$ cat config.mk
export PLATFORM = sky130hd
export DESIGN_NAME = irq_unit
export DESIGN_NICKNAME = d
export VERILOG_FILES = /design/src/rtl/irq_pkg.sv /design/src/rtl/irq_bus_decode.sv /design/src/rtl/irq_flag_bank.sv /design/src/rtl/irq_enable_bank.sv /design/src/rtl/irq_unit.sv
export SDC_FILE = /design/constraint.sdc
export NUM_CORES = 1
export LEC_CHECK = 0
export BUFFER_PORTS_ARGS = -buffer_cell sky130_fd_sc_hd__buf_4
export CAP_MARGIN = 20
export CORE_MARGIN = 2
export CORE_UTILIZATION = 43
export DETAILED_ROUTE_END_ITERATION = 8
export MAX_ROUTING_LAYER = met4
export PLACE_DENSITY = 0.75
export SYNTH_ARGS = -nofsm -noshare
export SYNTH_HDL_FRONTEND = slang
export SYNTH_HIERARCHICAL = 1
export SYNTH_SLANG_ARGS = --single-unit
$ cat constraint.sdc
create_clock -name clk -period 1.8 [get_ports clk]
set_input_delay 0.27 -clock clk [delete_from_list [all_inputs] [get_ports clk]]
set_output_delay 0.27 -clock clk [all_outputs]
set_load 0.02 [all_outputs]
$ cat src/rtl/irq_pkg.sv
package irq_pkg;
    localparam int DATA_W = 8;
    localparam int NSRC   = DATA_W - 1;
    localparam int RS_W   = 4;
    localparam logic [RS_W-1:0] SEL_FLAGS  = 4'd13;
    localparam logic [RS_W-1:0] SEL_ENABLE = 4'd14;

    typedef logic [NSRC-1:0]   src_vec_t;
    typedef logic [DATA_W-1:0] data_t;

    typedef enum logic [2:0] {
        ACC_NONE,
        ACC_RD_FLAGS,
        ACC_RD_ENABLE,
        ACC_WR_FLAGS,
        ACC_WR_ENABLE
    } access_e;

    typedef struct packed {
        access_e  kind;
        src_vec_t mask;
        logic     set_mode;
    } bus_op_t;

    function automatic src_vec_t apply_mask(src_vec_t cur, src_vec_t mask, logic set_mode);
        return set_mode ? (cur | mask) : (cur & ~mask);
    endfunction
endpackage

$ cat src/rtl/irq_bus_decode.sv
module irq_bus_decode
    import irq_pkg::*;
(
    input  logic            cs,
    input  logic            rw,
    input  logic [RS_W-1:0] rs,
    input  data_t           wdata,
    output bus_op_t         op
);
    always_comb begin
        op.kind     = ACC_NONE;
        op.mask     = wdata[NSRC-1:0];
        op.set_mode = wdata[DATA_W-1];
        if (cs) begin
            if (rs == SEL_FLAGS)
                op.kind = rw ? ACC_RD_FLAGS : ACC_WR_FLAGS;
            else if (rs == SEL_ENABLE)
                op.kind = rw ? ACC_RD_ENABLE : ACC_WR_ENABLE;
        end
    end
endmodule

$ cat src/rtl/irq_flag_bank.sv
module irq_flag_bank
    import irq_pkg::*;
(
    input  logic     clk,
    input  logic     rst,
    input  bus_op_t  op,
    input  src_vec_t evt_set,
    input  src_vec_t side_clr,
    output src_vec_t flag_q
);
    src_vec_t clr_vec;

    always_comb begin
        clr_vec = side_clr;
        if (op.kind == ACC_WR_FLAGS)
            clr_vec = clr_vec | op.mask;
    end

    for (genvar i = 0; i < NSRC; i++) begin : g_flag
        always_ff @(posedge clk) begin
            if (rst)
                flag_q[i] <= 1'b0;
            else if (evt_set[i])
                flag_q[i] <= 1'b1;
            else if (clr_vec[i])
                flag_q[i] <= 1'b0;
        end
    end
endmodule

$ cat src/rtl/irq_enable_bank.sv
module irq_enable_bank
    import irq_pkg::*;
(
    input  logic     clk,
    input  logic     rst,
    input  bus_op_t  op,
    output src_vec_t en_q
);
    always_ff @(posedge clk) begin
        if (rst)
            en_q <= '0;
        else if (op.kind == ACC_WR_ENABLE)
            en_q <= apply_mask(en_q, op.mask, op.set_mode);
    end
endmodule

$ cat src/rtl/irq_unit.sv
module irq_unit
    import irq_pkg::*;
(
    input  logic            clk,
    input  logic            rst,
    input  logic            cs,
    input  logic            rw,
    input  logic [RS_W-1:0] rs,
    input  logic [DATA_W-1:0] wdata,
    input  logic [NSRC-1:0] evt_set,
    input  logic [NSRC-1:0] side_clr,
    output logic [DATA_W-1:0] rdata,
    output logic            rdata_oe,
    output logic            irq_n
);
    bus_op_t  op;
    src_vec_t flag_q;
    src_vec_t en_q;
    logic     summary;

    irq_bus_decode u_dec (
        .cs(cs), .rw(rw), .rs(rs), .wdata(wdata), .op(op)
    );

    irq_flag_bank u_flags (
        .clk(clk), .rst(rst), .op(op),
        .evt_set(evt_set), .side_clr(side_clr), .flag_q(flag_q)
    );

    irq_enable_bank u_enables (
        .clk(clk), .rst(rst), .op(op), .en_q(en_q)
    );

    assign summary = |(flag_q & en_q);
    assign irq_n   = ~summary;

    always_comb begin
        rdata    = '0;
        rdata_oe = 1'b0;
        unique case (op.kind)
            ACC_RD_FLAGS: begin
                rdata    = {summary, flag_q};
                rdata_oe = 1'b1;
            end
            ACC_RD_ENABLE: begin
                rdata    = {1'b1, en_q};
                rdata_oe = 1'b1;
            end
            default: ;
        endcase
    end
endmodule

# After elaboration in Yosys (flattened, before gate mapping)
# Cells that the tools add are included.
[op_classes] n_eq_ne=6 muxes=23 n_bitwise=6 n_reduce_logical=9
[ops] operator="$pmux W8 S2" n=1
[ops] operator="$mux W1" n=15
[ops] operator="$and A7 B7 Y7" n=2
[ops] operator="$mux W7" n=2
[ops] operator="$or A7 B7 Y7" n=2
[ops] operator="$reduce_bool A2 Y1" n=7
[ops] operator="$mux W3" n=4
[ops] operator="$eq A4 B4 Y1 const B" n=2
[ops] operator="$not A7 Y7" n=1
[ops] operator="$reduce_or A7 Y1" n=1
[ops] operator="$eq A3 B2 Y1 const B" n=2
[ops] operator="$eq A3 B1 Y1 const B" n=1
[ops] operator="$eq A3 B3 Y1 const B" n=1
[ops] operator="$mux W2" n=1
[ops] operator="$reduce_or A2 Y1" n=1
[ops] operator="$not A1 Y1" n=1
[totals] register_bits=14 in_bits=30 out_inout_bits=10 elab_cells=52

# Depth between registers and ports, before layout
# Gate-level depths: netlist of the first run.
[depth] depth_word=8 mapped_depth=6 ltp_nobuf=5

# By module
# The synthesis of the first run kept the hierarchy.
[by_module_without_submodules] module="irq_flag_bank" instances=1 cells_per_inst=37 area_per_inst_um2=379.1 seq_area_each_um2=140.1
[by_module_without_submodules] module="irq_enable_bank" instances=1 cells_per_inst=29 area_per_inst_um2=347.8 seq_area_each_um2=140.1
[by_module_without_submodules] module="irq_unit" instances=1 cells_per_inst=25 area_per_inst_um2=171.4 seq_area_each_um2=0.0
[by_module_without_submodules] module="irq_bus_decode" instances=1 cells_per_inst=14 area_per_inst_um2=106.4 seq_area_each_um2=0.0

# Least setup slack after synthesis of the first run
# No wires, ideal clock.
[synth_timing] path_kind="input -> output" startpoint="in cs" endpoint="out rdata[7]" t_arrival_ns=1.862 required_time_ns=1.530 setup_slack_ns=-0.332 stages=6 path_buffers=1 path_cell_list="nand3_1 > nor3b_1 > nor2b_2 > buf_6 > o21ba_4 > a21boi_1"
[synth_rtl] element="start, declared" line="irq_unit.sv:6" text="input logic cs,"
[synth_rtl] element="end, declared" line="irq_unit.sv:12" text="output logic [DATA_W-1:0] rdata,"

==> summary.txt, run 1 <==
Setup CP Type: input pin to output pin
Syn_area_per_cell: 9.57 µm²
Setup ws final: -0.0712 ns
Max Freq: 534 MHz
WP data arrival: 1.60 ns
Critical Path Source Type: input pin
DRC Markers: 0
Hold Buf Count CTS: 0
# Max-Cap Violations: 0
Worst relative slew slack: 74.1%
Post-synth top area cell: dfxtp_1
Sequential share of power: 47.4%
Crit-path max FO: 7
Initial antenna violation count: 0
Largest net degree at the start of global routing: 16
Largest cells by area after synthesis: dfxtp_1, a221oi_2, nand2b_1
Worst VDD drop: 0.000435 V
Clk pwr share: 32.5%
R2r worst-path depth: 2
WL/cell: 13.7 µm
Post-CTS Setup Inserts: 0
Failing checks: setup timing
RSZ-0062 raised after global routing: true
CP Data Required Time: 1.53 ns
Post-DP HPWL: 1.91 mm
Final setup fails: 8
Die area: 2740 µm²
Seq/Total Area, Yosys: 27.9%
Area after DPL: 1370 µm²
Reg2reg start: u_flags/flag_q[2]
Pre-CTS setup slack: -0.176 ns
Top-area cell type share of the netlist area: 27.9%
Final instance area: 1460 µm²
Synth async-reset ratio: 0%
Share of layout cells above drive strength 1: 50.3%
Power share of the combinational group: 20.1%
Crit path time final: 1.87 ns
Clock skew: 0 ns
Total gr overflow: 0
Initial Utilization: 45.4%
Sw Pwr: 167 µW
Core Area: 2210 µm²
Hold EP: u_flags/flag_q[5]
Sw Share: 23.9%
CP Cell Sequence: buf_6 -> or3b_4 -> a21oi_4 -> nor2b_4 -> buf_6 -> a22oi_2 -> nor2_1 -> buf_4
Reg2Reg Setup Slack: 0.98 ns
Crit. End Element: output pin
CTS tree: yes
Depth of the CTS H-tree: 1
Worst path most repeated cell: buf_6
DRT antenna net count: 0
Leak pwr: 0.633 nW
Vias in the first global route: 926
RD Place Congestion: 0.774
Clk buf depth: 2
Buf/Inv on CP: 3
FP Rows: 17
Max incr delay on CP: 0.40 ns
Final wirelength: 2.43 mm
GRT Total Usage: 20.4%
N_diodes: 0
PwrDens: 477 nW/µm²
DIE HEIGHT: 52.3 µm
Yosys reg bits: 14
Clk sinks: 14
Synth Cell Area: 1000 µm²
Fin. max-slew vios: 0
Cts bufs inserted: 3
Post-synth top cells: nand2b_1, dfxtp_1, a22oi_1, buf_4, nor2b_1
Measured slew at the worst slew-check pin: 0.388 ns
CP max-delay cell: or3b_4
Gate Count Post-Synth: 105
Clock Latency Late Sink: 0.28 ns
Hold Worst Slack: 0.249 ns
Status: complete, but fails checks
P_int: 531 µW
I/O pins: 40
Post-synthesis cell type count: 24
First-pass GRT wire length: 4.04 mm
Routed vias/inst: 5.22
Post-synthesis net count: 135
Top-count cell post-synth: nand2b_1
Hold Vio Cnt, Final: 0
Via count: 924
DR pass1 iterations: 4
WHS Path Cells: 3
CP delay by family, top: simple AND/OR/NAND/NOR gates
Count of flip-flops with a built-in enable after synthesis: 0
Synth warn: 6
Worst r2r dst: u_flags/flag_q[2]
IO Port Bufs: 39
P&R area growth vs syn: 45.6%
Reg clk slew, reported paths: 0.09 ns
Worst hold path startpoint: evt_set[5]
Die W: 52.3 µm
Fin nets: 180
Clock Root Buffer: clkbuf_4
Hold/Removal Path Class: input pin to register
Most used DFF post-synth: dfxtp_1
Iteration-0 DRC Markers: 19
Final period util: 104%
==> cell usage in the layout (no fill, tap or decap), types with 6 or more instances in the layout <==
cell type,n
buf_4,47
nand2b_1,15
dfxtp_1,14
nor2_1,7
and4bb_1,7
mux2i_1,7
inv_1,7
nor2b_1,7
a221oi_2,7
a22oi_1,6
==> power groups by stage <==
stage	logic [mW]	registers, mW	clock network [mW]
finish	0.140	0.331	0.226
global route	0.153	0.332	0.249
CTS	0.140	0.331	0.236
detailed placement	0.135	0.337	0
global placement	0.131	0.337	0
floorplan	0.0700	0.334	0
==> per-layer routing <==
layer	up-vias	share of wire, %	global-route usage [%]
met2	33	49	35.4
met4	0	0.54	6.41
li1	462	-	-
met1	427	45	24.0
met5	-	0	-
met3	2	5.4	3.43
==> tightest hold or removal path, cell delays in order <==
cell and delay (ns):
buf_4 0.11, inv_1 0.05, a221oi_2 0.05
==> worst max path at each step <==
| stage | cells past startpoint | to | slack [ns] | startpoint |
|---|---|---|---|---|
| 5_1_grt | 8 | rdata[5] | -0.13 | rs[1] |
| 6_report | 8 | rdata[2] | -0.07 | rs[1] |
| 3_5_place_dp | 8 | rdata[2] | -0.18 | rs[1] |
| 4_1_cts | 8 | rdata[2] | -0.08 | rw |
| 2_1_floorplan | 6 | rdata[7] | -0.05 | rs[1] |
| 3_3_place_gp | 8 | rdata[1] | -0.15 | rs[1] |
==> final cells by class <==
class	count	area, µm²
Multi-Input combinational cell	72	676
Tap cell	28	35.0
Timing Repair Buffer	52	409
Inverter	7	26.3
Fill cell	197	749
Clock buffer	4	36.3
Sequential cell	14	280
==> logic make-up after synthesis <==
kind of cell           count (synthesis)  share of synthesized area (%)
and+or+nand+nor                       45                           31.8
buffers and inverters                 19                           12.0
DFF                                   14                           27.9
AOI/OAI and AO/OA                     20                           21.4
muxes                                  7                           6.97
==> what timing repair did <==
item	in CTS	in global routing
gates resized for setup	11	2
pin swaps	6	6
endpoints found under the setup margin	9	8
gates cloned	0	0
==> metrics by stage <==
step                utilization [%]  std cells  TNS, ns  total power, mW
floorplan                         -        105  -0.0540            0.404
global placement               62.0        173   -0.993            0.467
detailed placement             62.0        173    -1.31            0.472
CTS                            65.7        177   -0.515            0.707
global route                   66.1        177   -0.835            0.735
finish                         66.1        177   -0.357            0.697
(Power assumes the default switching activity.)
==> run 2: changes to the inputs <==
--- a/config.mk
+++ b/config.mk
@@ -9,10 +9,9 @@
 export CAP_MARGIN = 20
 export CORE_MARGIN = 2
-export CORE_UTILIZATION = 43
+export CORE_UTILIZATION = 39
 export DETAILED_ROUTE_END_ITERATION = 8
 export MAX_ROUTING_LAYER = met4
-export PLACE_DENSITY = 0.75
+export PLACE_DENSITY = 0.73
 export SYNTH_ARGS = -nofsm -noshare
 export SYNTH_HDL_FRONTEND = slang
-export SYNTH_HIERARCHICAL = 1
 export SYNTH_SLANG_ARGS = --single-unit
==> constraint.sdc (replaced) <==
create_clock -name clk -period 1.8 [get_ports clk]
set_input_delay 0.36 -clock clk [delete_from_list [all_inputs] [get_ports clk]]
set_output_delay 0.36 -clock clk [all_outputs]
set_load 0.02 [all_outputs]
==> summary.txt, run 2 <==
Initial antenna violation count: 0 (unchanged)
Die W: 49.1 µm (-6.1%)
Reg clk slew, reported paths: 0.09 ns (about the same)
Clk pwr share: 35.2% (+2.7 points)
CP Data Required Time: 1.44 ns (-0.09 ns)
Reg2Reg Setup Slack: 0.85 ns (-0.13 ns)
Depth of the CTS H-tree: 1 (unchanged)
Worst relative slew slack: 65.5% (-8.5 points)
Failing checks: setup timing
First-pass GRT wire length: 3.70 mm (-8.4%)
Crit-path max FO: 3 (-4)
Final period util: 102% (-2.3 points)
Hold Worst Slack: 0.286 ns (+0.0373 ns)
Most used DFF post-synth: dfxtp_1
Clock Latency Late Sink: 0.29 ns (about the same)
Post-synthesis cell type count: 23 (-4.2%)
Share of layout cells above drive strength 1: 45.0% (-5.3 points)
RSZ-0062 raised after global routing: true
I/O pins: 40 (unchanged)
Setup ws final: -0.0290 ns (+0.0421 ns)
CP max-delay cell: dfxtp_2
Sw Share: 24.7% (+0.85 points)
Yosys reg bits: 14 (unchanged)
Filler cells: 190 (-3.6%)
Post-DP HPWL: 1.62 mm (-15%)
Most common cell after layout, fill and taps aside: buf_4
Synth Cell Area: 795 µm² (-21%)
Iteration-0 DRC Markers: 20 (+1)
Hold Vio Cnt, Final: 0 (unchanged)
Commonest cells after routing, fill and taps aside: buf_4, inv_1, dfxtp_1
Post-synthesis net count: 118 (-13%)
DIE HEIGHT: 49.1 µm (-6.1%)
Largest cells by area after synthesis: dfxtp_1, mux2i_1, a22o_1
CTS tree: yes
Die area: 2410 µm² (-12%)
IO Port Bufs: 39 (unchanged)
Final setup fails: 2 (-6)
DRT antenna net count: 0 (unchanged)
Synth warn: 0 (-6)
Sequential share of power: 48.7% (+1.3 points)
Via count: 843 (-8.8%)
Count of flip-flops with a built-in enable after synthesis: 0 (unchanged)
Largest net degree at the start of global routing: 16 (unchanged)
Critical Path Source Type: register
CP Cell Sequence: a222oi_1 -> nand3_1 -> a21o_1 -> buf_6
Seq/Total Area, Yosys: 35.3% (+7.4 points)
GRT Total Usage: 20.2% (-0.24 points)
Max incr delay on CP: 0.34 ns (-0.06 ns)
Power share of the combinational group: 16.1% (-4.0 points)
PwrDens: 578 nW/µm² (+21%)
Status: complete, but fails checks
Crit path time final: 1.83 ns (-0.0421 ns)
Cts bufs inserted: 3 (unchanged)
DR pass1 iterations: 4 (unchanged)
Gate Count Post-Synth: 88 (-16%)
P_int: 510 µW (-3.9%)
Setup CP Type: register to output pin
Fin. max-slew vios: 0 (unchanged)
Max Freq: 547 MHz (+2.3%)
Synth async-reset ratio: 0% (unchanged)
Initial Utilization: 40.9% (-4.5 points)
Hold/Removal Path Class: input pin to register
Core Area: 1940 µm² (-12%)
Setup TNS: -0.0519 ns (+0.306 ns)
RD Place Congestion: 0.784 (+1.3%)
WL/cell: 14.3 µm (+4.1%)
Crit. End Element: output pin
Worst VDD drop: 0.000512 V (+18%)
WP data arrival: 1.47 ns (-0.13 ns)
Post-synth top area cell: dfxtp_1
N_diodes: 0 (unchanged)
Leak pwr: 0.583 nW (-7.9%)
# Max-Cap Violations: 0 (unchanged)
Syn_area_per_cell: 9.03 µm² (-5.6%)
Clock Root Buffer: clkbuf_4
Measured slew at the worst slew-check pin: 0.517 ns (+0.129 ns)
FF/Latch Area: 283 µm² (+0.89%)
Post-synth top cells: dfxtp_1, inv_1, nand2b_1, nand3_1
Total gr overflow: 0 (unchanged)
DRC Markers: 0 (unchanged)
P&R area growth vs syn: 47.6%
Clock skew: 0 ns (unchanged)
Clk buf depth: 2 (unchanged)
Top-area cell type share of the netlist area: 35.3% (+7.4 points)
Routed vias/inst: 5.34 (+2.2%)
Multi-input logic area: 429 µm² (-36%)
Final wirelength: 2.25 mm (-7.1%)
FP Rows: 16 (-1)
Final core occ: 60.4% (-5.7 points)
Sw Pwr: 168 µW (+0.70%)
Clk sinks: 14 (unchanged)
Vias in the first global route: 843 (-9.0%)
Fin nets: 162 (-10%)
-- run 2: changes by cell type after synthesis, sizes merged, moves of 7 or more --
| cell | before | now |
|---|---|---|
| inv | 7 | 14 |
| a221oi | 7 | 0 |
| and4bb | 7 | 0 |
| a22oi | 9 | 2 |
| nand2b | 15 | 8 |
| nand3 | 1 | 8 |
| a22o | 0 | 7 |
| nor2 | 7 | 0 |
| buf | 12 | 4 |
-- run 2: cell type report --
| class | count | area share, % |
|---|---|---|
| multi-input cells | 55 | 36.6 |
| repair buffers | 44 | 28.8 |
| flip-flops and latches | 14 | 24.1 |
| inverters | 14 | 4.48 |
| clock buffers | 4 | 3.09 |
| well taps | 27 | 2.88 |
-- run 2: metrics by stage --
step	area [µm²]	worst slack [ns]	instances	power [mW]
floorplan	795	0.230	88	0.377
global placement	1100	-0.0276	152	0.440
detailed placement	1100	-0.0777	152	0.444
CTS	1170	0.00314	158	0.677
global route	1170	-0.0899	158	0.707
finish	1170	-0.0290	158	0.678
-- run 2: logic make-up (layout without fill, tap and decap cells) --
kind of cell           count (synthesis)  count (layout)  synth area share (%)
buffers and inverters                 19              62                  11.7
DFF                                   14              14                  35.3
AOI/OAI and AO/OA                     25              25                  26.1
muxes                                  7               7                  8.82
and+or+nand+nor                       23              23                  18.1
-- run 2: per-layer routing --
metal	up-vias	wire length, µm	share of wire [%]	GRT usage, %
li1	401	-	-	-
met4	0	23	1.0	7.14
met5	-	0	0	-
met2	38	1100	49	36.7
met1	402	973	43	22.1
met3	2	153	6.8	3.07
-- run 2: worst max-delay path, delay by kind of cell, from the launching register on --
kind,cells,cell delay (ns)
AOI/OAI and AO/OA,2,0.53
buffers and inverters,1,0.13
DFF,1,0.34
and+or+nand+nor,1,0.17
-- run 2: worst paths after layout --
| path | start | endpoint | cells past startpoint |
|---|---|---|---|
| min reg2reg | register | register | 2 |
| min | evt_set[6] | u_flags.flag_q[6] | 2 |
| max reg2reg | u_flags.flag_q[3] | u_flags.flag_q[3] | 3 |
| max | u_flags.flag_q[0] | rdata[7] | 4 |
-- run 2: power groups by stage --
| stage | Combinational [mW] | Sequential, mW | Clock (mW) |
|---|---|---|---|
| 2_1_floorplan | 0.0435 | 0.334 | 0 |
| 4_1_cts | 0.108 | 0.329 | 0.239 |
| 5_1_grt | 0.120 | 0.331 | 0.255 |
| 6_report | 0.109 | 0.330 | 0.238 |
| 3_3_place_gp | 0.104 | 0.337 | 0 |
| 3_5_place_dp | 0.107 | 0.337 | 0 |
-- run 2: repair_timing --
| item | in CTS | in global routing |
|---|---|---|
| setup endpoints to repair | 9 | 3 |
| buffers inserted | 2 | 0 |
| resized for setup | 5 | 2 |
| pin swaps | 3 | 2 |
| hold buffers | 0 | 0 |
==> run 3: changes to the inputs <==
CORE_UTILIZATION = 42   (was 39)
CTS_BUF_LIST = sky130_fd_sc_hd__clkbuf_2 sky130_fd_sc_hd__clkbuf_4 sky130_fd_sc_hd__clkbuf_8   (was unset)
PLACE_DENSITY = 0.77   (was 0.73)
==> summary.txt, run 3 (same netlist as run 2, synthesis figures left out) <==
Post-DP HPWL: 1.62 mm (-0.31%)
Status: completed
Share of layout cells above drive strength 1: 43.1% (-2.0 points)
Hold Vio Cnt, Final: 0 (unchanged)
Max Freq: 570 MHz (+4.2%)
Crit-path max FO: 2 (-1)
Measured slew at the worst slew-check pin: 0.543 ns (+0.0265 ns)
Leak pwr: 0.573 nW (-1.7%)
Crit path to: rdata[7]
Pre-CTS setup slack: -0.0383 ns (+0.0394 ns)
GRT Total Usage: 21.6% (+1.4 points)
Hold/Removal Path Class: input pin to register
Clock Latency Late Sink: 0.28 ns (about the same)
Initial Utilization: 45.5% (+4.6 points)
Worst hold path startpoint: evt_set[6]
Vias in the first global route: 761 (-9.7%)
Total gr overflow: 0 (unchanged)
Final wirelength: 2.15 mm (-4.7%)
R2r worst-path depth: 3 (unchanged)
Fin. max-slew vios: 0 (unchanged)
Final setup fails: 0 (-2)
Clock Root Buffer: clkbuf_4
Die area: 2260 µm² (-6.6%)
Crit. End Element: output pin
Via count: 830 (-1.5%)
CTS tree: yes
Largest net degree at the start of global routing: 16 (unchanged)
Routed vias/inst: 5.35 (+0.36%)
I/O pins: 40 (unchanged)
Worst relative slew slack: 63.8% (-1.8 points)
Core Area: 1750 µm² (-10%)
Filler cells: 159 (-16%)
Critical Path Source Type: register
Final core occ: 66.0% (+5.6 points)
WL/cell: 13.8 µm (-2.9%)
Total chip power: 662 µW (-2.4%)
Reg2reg start: u_flags.flag_q[4]
DR pass1 iterations: 4 (unchanged)
CP Data Required Time: 1.44 ns (about the same)
FP Rows: 15 (-1)
Clk buf depth: 2 (unchanged)
Most common cell after layout, fill and taps aside: buf_4
Reg2Reg Setup Slack: 0.88 ns (+0.03 ns)
Crit path time final: 1.76 ns (-0.0734 ns)
Multi-input logic area: 424 µm² (-1.2%)
PwrDens: 574 nW/µm² (-0.71%)
Hold Buf Count CTS: 0 (unchanged)
Reg clk slew, reported paths: 0.08 ns (about the same)
Final period util: 97.5% (-4.1 points)
Iteration-0 DRC Markers: 25 (+25%)
Die W: 47.5 µm (-3.3%)
IO Port Bufs: 39 (unchanged)
Setup ws final: 0.0443 ns (+0.0734 ns)
DIE HEIGHT: 47.5 µm (-3.3%)
Worst VDD drop: 0.000574 V (+12%)
WP data arrival: 1.40 ns (-0.07 ns)
Clock skew: 0 ns (unchanged)
First-pass GRT wire length: 3.33 mm (-10%)
DRC Markers: 0 (unchanged)
Clk sinks: 14 (unchanged)
Initial antenna violation count: 0 (unchanged)
N_diodes: 0 (unchanged)
RSZ-0062 raised after global routing: true
P&R area growth vs syn: 45.0%
Commonest cells after routing, fill and taps aside: buf_4, inv_1, dfxtp_1
Worst r2r dst: u_flags.flag_q[4]
Fin nets: 161 (-0.62%)
# Max-Cap Violations: 0 (unchanged)
Setup TNS: 0 ns (+0.0519 ns)
RD Place Congestion: 0.775 (-1.1%)
Cts bufs inserted: 3 (unchanged)
DRT antenna net count: 0 (unchanged)
Hold Worst Slack: 0.305 ns (+0.0191 ns)
Setup CP Type: register to output pin
FF/Latch Area: 282 µm² (-0.44%)
Depth of the CTS H-tree: 1 (unchanged)
## run 3: changes by cell type in the layout (fill, tap and decap cells not counted)
cell and delta:
buf_6 -1, dfxtp_1 +1, dfxtp_2 -1, inv_1 +1
inv_2 -1, nor2b_2 +1, nor2b_4 -1
## run 3: how the worst min path moves through the flow
stage | end | slack, ns | cells past startpoint
2_1_floorplan | register | 0.46 | 2
3_3_place_gp | register | 0.48 | 2
3_5_place_dp | register | 0.49 | 2
4_1_cts | u_flags.flag_q[6] | 0.30 | 2
5_1_grt | u_flags.flag_q[6] | 0.30 | 2
6_report | u_flags.flag_q[6] | 0.31 | 2
## run 3: critical path: stages (launching register included)
cell      delay (ns)
dfxtp_2         0.33
a222oi_1        0.32
nand3_1         0.15
a21o_1          0.19
buf_6           0.13
## run 3: power by group
part | leakage, nW | internal, mW | switching, mW
Combinational | 0.437 | 0.0652 | 0.0416
Sequential | 0.115 | 0.321 | 0.00944
Clock | 0.0210 | 0.123 | 0.102
Total | 0.573 | 0.509 | 0.153
## run 3: timing repair
| action | CTS | global route |
|---|---|---|
| pin swaps | 3 | 0 |
| resized for setup | 2 | 1 |
| endpoints found under the setup margin | 9 | 1 |
| buffers inserted | 1 | 0 |
## run 3: layer usage
metal | part of all wire (%) | track usage, % | vias up
met5 | 0 | - | -
met4 | 0.70 | 5.00 | 0
met3 | 7.0 | 4.91 | 2
met2 | 51 | 37.3 | 35
met1 | 42 | 25.3 | 392
li1 | - | - | 401
## run 3: metrics by stage
step	area (µm²)	std cells
global route	1150	155
detailed placement	1100	150
finish	1150	155
floorplan	795	88
global placement	1100	150
CTS	1150	155
## run 3: final cells by class
cell class,count,area share [%]
Timing Repair Buffer,43,28.3
Sequential cell,14,24.4
Inverter,14,4.56
Multi-Input combinational cell,55,36.8
Clock buffer,4,3.15
Tap cell,25,2.71
